--- config.mk ---
export PLATFORM = sky130hd
export DESIGN_NAME = cell_scrambler
export DESIGN_NICKNAME = d
export VERILOG_FILES = /design/src/rtl/scr_pkg.sv /design/src/rtl/scr_ctrl.sv /design/src/rtl/scr_datapath.sv /design/src/rtl/cell_scrambler.sv
export SDC_FILE = /design/constraint.sdc
export NUM_CORES = 1
export LEC_CHECK = 0
export ABC_AREA = 1
export BUFFER_PORTS_ARGS = -buffer_cell sky130_fd_sc_hd__buf_2
export CAP_MARGIN = 20
export CORE_AREA = 4 4 78 80
export CTS_CLUSTER_DIAMETER = 50
export DETAILED_ROUTE_END_ITERATION = 8
export DIE_AREA = 0 0 82 84
export PLACE_DENSITY = 0.43
export SYNTH_ARGS = -nofsm -noshare
export SYNTH_HDL_FRONTEND = slang
export SYNTH_SLANG_ARGS = --single-unit
--- constraint.sdc ---
create_clock -name clk -period 0.8 [get_ports clk]
set_input_delay 0.08 -clock clk [delete_from_list [all_inputs] [get_ports clk]]
set_output_delay 0.08 -clock clk [all_outputs]
set_load 0.01 [all_outputs]
--- src/rtl/scr_pkg.sv ---
package scr_pkg;
  // control strobes handed from the control module to the datapath
  typedef struct packed {
    logic capture;   // a bit is present, update the output register
    logic shiftEn;   // payload bit: transform and advance the history
    logic feedRecv;  // history takes the received bit rather than the output bit
  } strobe_t;
endpackage

--- src/rtl/scr_ctrl.sv ---
module scr_ctrl
  import scr_pkg::*;
(
  input  logic    clk,
  input  logic    rst,
  input  logic    descramble,
  input  logic    inValid,
  input  logic    payloadEn,
  output strobe_t st,
  output logic    outValid
);
  always_comb begin
    st.capture  = inValid;
    st.shiftEn  = inValid && payloadEn;
    st.feedRecv = descramble;
  end

  always_ff @(posedge clk) begin
    if (rst) outValid <= 1'b0;
    else     outValid <= inValid;
  end


  valid_follow_chk: assert property (@(posedge clk) disable iff (rst)
    inValid |=> outValid);

  valid_drop_chk: assert property (@(posedge clk) disable iff (rst)
    !inValid |=> !outValid);
endmodule

--- src/rtl/scr_datapath.sv ---
module scr_datapath
  import scr_pkg::*;
#(
  parameter int HIST_LEN = 43
) (
  input  logic    clk,
  input  logic    rst,
  input  strobe_t st,
  input  logic    inData,
  output logic    outData
);
  localparam int LAST = HIST_LEN - 1;

  logic [LAST:0] hist;
  logic          mixed;
  logic          feedBit;
  logic          nextOut;

  always_comb begin
    mixed   = inData ^ hist[LAST];
    nextOut = st.shiftEn ? mixed : inData;
    feedBit = st.feedRecv ? inData : mixed;
  end

  // first stage takes the feedback bit
  always_ff @(posedge clk) begin
    if (rst)             hist[0] <= 1'b0;
    else if (st.shiftEn) hist[0] <= feedBit;
  end

  // remaining stages form a plain delay line
  for (genvar g = 1; g <= LAST; g++) begin : g_stage
    always_ff @(posedge clk) begin
      if (rst)             hist[g] <= 1'b0;
      else if (st.shiftEn) hist[g] <= hist[g-1];
    end
  end

  always_ff @(posedge clk) begin
    if (rst)             outData <= 1'b0;
    else if (st.capture) outData <= nextOut;
  end


  reset_clear_chk: assert property (@(posedge clk)
    rst |=> (hist == '0 && outData == 1'b0));

  hist_hold_chk: assert property (@(posedge clk) disable iff (rst)
    !st.shiftEn |=> $stable(hist));

  hist_advance_chk: assert property (@(posedge clk) disable iff (rst)
    st.shiftEn |=> hist[LAST:1] == $past(hist[LAST-1:0]));

  scr_feed_chk: assert property (@(posedge clk) disable iff (rst)
    (st.shiftEn && !st.feedRecv) |=> hist[0] == outData);

  dsc_feed_chk: assert property (@(posedge clk) disable iff (rst)
    (st.shiftEn && st.feedRecv) |=> hist[0] == $past(inData));

  pass_thru_chk: assert property (@(posedge clk) disable iff (rst)
    (st.capture && !st.shiftEn) |=> outData == $past(inData));

  out_hold_chk: assert property (@(posedge clk) disable iff (rst)
    !st.capture |=> $stable(outData));
endmodule

--- src/rtl/cell_scrambler.sv ---
module cell_scrambler
  import scr_pkg::*;
#(
  parameter int HIST_LEN = 43
) (
  input  logic clk,
  input  logic rst,
  input  logic descramble,
  input  logic inValid,
  input  logic payloadEn,
  input  logic inData,
  output logic outValid,
  output logic outData
);
  strobe_t st;

  scr_ctrl u_ctrl (
    .clk        (clk),
    .rst        (rst),
    .descramble (descramble),
    .inValid    (inValid),
    .payloadEn  (payloadEn),
    .st         (st),
    .outValid   (outValid)
  );

  scr_datapath #(.HIST_LEN(HIST_LEN)) u_dp (
    .clk     (clk),
    .rst     (rst),
    .st      (st),
    .inData  (inData),
    .outData (outData)
  );
endmodule

==> results.py <==
metrics = {
    "routing": {
        "postRouteAntennaNets": 0,
        "vias": 1243,
        "drt-total-wl_microns": 2751,
        "first_pass_iters": 4,
        "avgRoutedWirePerCell_microns": 9.552,
        "vias_per_cell": 4.316,
        "dr.first_iter.drc_count": 61,
        "drt_drc_violations_left": 0,
    },
    "clocking": {
        "clockRootBuffer": "clkbuf_8",
        "cts_sinks": 45,
        "numCtsBuffers": 5,
        "cts-htree-levels": 2,
        "clk_pin_slew_ns": 0.08,
        "clkLatencyLatePin_ns": 0.29,
        "max-clock-path-buffers": 2,
        "cts_tree": "yes",
    },
    "critical_path": {
        "cp_max_fo": 2,
        "slowest_delay_ns": 0.33,
        "r2r_end": "u_dp.hist[0]",
        "arrival_ns": 0.72,
        "cpMaxStageDelayCell": "dfxtp_2",
        "crit_path_start_kind": "register",
        "r2r_slack_ns": 0.06,
        "critical_path_class": "register to primary output",
        "worstPathCellList": "buf_6",
        "reg2reg_from": "u_dp.hist[42]",
        "ff2ff_path_depth": 4,
        "cp_top_family": "flip-flops",
        "crit_buf_inv": 1,
        "required_ns": 0.72,
        "end_kind": "primary output",
    },
    "hold_path": {
        "holdPathStages": 3,
        "min_from": "inValid",
        "hold_path.class": "input pin to register",
        "worstHoldEndpoint": "u_ctrl.outValid",
    },
    "floorplan": {
        "fp.dieW_microns": 82,
        "start_util": 0.2935,
        "die_area_sq_mm": 0.006888,
        "fp.dieH_microns": 84,
        "core_area_sq_mm": 0.005405,
        "placementRows": 27,
        "io_pins": 8,
    },
    "synthesis": {
        "syn_nets": 211,
        "ys_seq_area_frac": 0.5678,
        "yosys_warnings": 0,
        "ys_types": 12,
        "syn_area_per_cell_sq_um": 7.739,
        "synth_seq_cells": 45,
        "netlist_instances": 205,
        "synth_area_sq_mm": 0.001587,
    },
    "timing": {
        "fin_ws_ns": -0.004286,
        "worst_pin_slew_ns": 0.1810,
        "setup_violations": 1,
        "min_period_ns": 0.8043,
        "max-slew-margin-rel": 0.8793,
        "period_share": 1.005,
        "finClkSkew_ns": 0.005787,
        "rsz0062_at_grt": "yes",
        "timing.fmax_ghz": 1.243,
        "drv_slew": 0,
        "finalHoldViolCount": 0,
    },
    "cells_and_area": {
        "drive_gt1_frac": 0.1250,
        "utilization": 0.3502,
        "fin_area_sq_mm": 0.001893,
        "syn_to_final_growth_pct": 19.32,
        "fillers": 587,
        "n_antenna_cell": 0,
        "layout.nets": 221,
    },
    "global_route": {
        "grt_pass1_vias": 1106,
        "grt_use_total": 0.09158,
        "grt-ovfl-total": 0,
        "grt_pass1_wl_microns": 5002,
        "antenna_found_initial": 0,
        "grt_max_degree": 42,
    },
    "flow_run": {
        "max-cap-violations": 0,
    },
    "status": {
        "violations": "setup timing",
        "outcome": "finished with violations",
    },
    "place": {
        "place_area_sq_mm": 0.001737,
        "globalplace.congestion": 0.6176,
        "numPortBuffers": 7,
        "dp_hpwl_microns": 1634,
    },
    "power_and_ir_drop": {
        "power_density_mw_per_mm2": 2537,
        "p_leak_nw": 0.7809,
        "irDropWorstVdd_uv": 1201,
    },
}
-- kinds of logic (layout without fill, tap and decap cells) --
kind of cell | after synthesis | after routing | synth area share
AND/OR/NAND/NOR | 92 | 92 | 0.2208
buffers and inverters | 21 | 32 | 0.06309
flip-flops | 45 | 45 | 0.5678
AO/OA/AOI/OAI | 47 | 47 | 0.1483
-- layout by cell type, fill, tap and decap left out --
master,Yosys,routed
clkinv_2,1,2
dfxtp_2,0,2
buf_6,0,1
dfxtp_1,45,43
nand2_1,5,5
buf_4,4,4
a21oi_1,4,3
dlygate4sd3_1,0,1
clkbuf_8,0,5
buf_12,0,3
buf_2,0,6
nand3_1,2,2
o21ai_0,43,43
bufinv_16,0,2
nand2_2,1,1
inv_1,8,8
nor2_1,84,84
a21oi_2,0,1
-- what timing repair did --
item                                   4_1_cts  5_1_grt
resized for setup                            2        2
endpoints found under the hold margin        1        0
setup buffers                                0        0
setup endpoints to repair                    2        3
hold buffers                                 1        0
-- metal layers --
metal / part of all wire / global-route usage / vias to the layer above
met5: 0 / 0 / -
met4: 0.017 / 0.03625 / 0
met3: 0.028 / 0.03564 / 6
met2: 0.45 / 0.1359 / 8
met1: 0.51 / 0.1175 / 566
li1: - / - / 663
-- stage by stage --
stage,hold WS [ns],setup WS [ns],std cells,power [mW],setup TNS (ns)
after floorplan,0.1524,0.1087,205,2.766,0
after global placement,0.2529,-0.04307,279,2.890,-1.465
after detailed placement,0.2597,-0.06900,279,2.890,-2.277
after CTS,0.04640,-0.02151,288,4.909,-0.03494
after global routing,0.05859,-0.04057,288,5.071,-0.09197
final,0.06254,-0.004286,288,4.802,-0.004286
-- area by class of cell --
class | count | area [sq um] | area share
sequential | 45 | 903.4 | 0.4772
multi-input combinational | 139 | 589.3 | 0.3113
timing repair buffer | 15 | 141.4 | 0.07469
tap | 72 | 90.09 | 0.04759
clock buffer | 5 | 68.82 | 0.03635
clock inverter | 3 | 65.06 | 0.03437
inverter | 9 | 35.03 | 0.01851
-- how the worst max path moves through the flow --
stage,start,cells after the start,to
3_3_place_gp,inValid,6,u_dp.hist[1]
4_1_cts,u_dp.outData,1,outData
2_1_floorplan,payloadEn,5,u_dp.hist[1]
5_1_grt,u_dp.outData,1,outData
6_report,u_dp.outData,1,outData
3_5_place_dp,payloadEn,6,u_dp.hist[26]
-- cell usage after synthesis, drive strengths merged --
| cell | n | area (sq um) |
|---|---|---|
| nor2 | 84 | 315.3 |
| dfxtp | 45 | 900.9 |
| o21ai | 43 | 215.2 |
| clkbuf | 8 | 35.03 |
| inv | 8 | 30.03 |
| nand2 | 6 | 25.03 |
| a21oi | 4 | 20.02 |
| buf | 4 | 30.03 |
| nand3 | 2 | 10.01 |
| clkinv | 1 | 5.000 |
-- registers in the layout (all words and copies together) (netlist names) --
signal / flops
u_ctrl.outValid: 1
u_dp.outData: 1
u_dp.hist: 43
-- where the power goes --
group	internal, mW	total (mW)	leakage, nW	switching, mW
clock network	1.24	1.96	0.0681	0.720
logic	0.173	0.403	0.342	0.230
registers	2.38	2.44	0.371	0.0594
total	3.79	4.80	0.781	1.01
(Power assumes the default switching activity.)
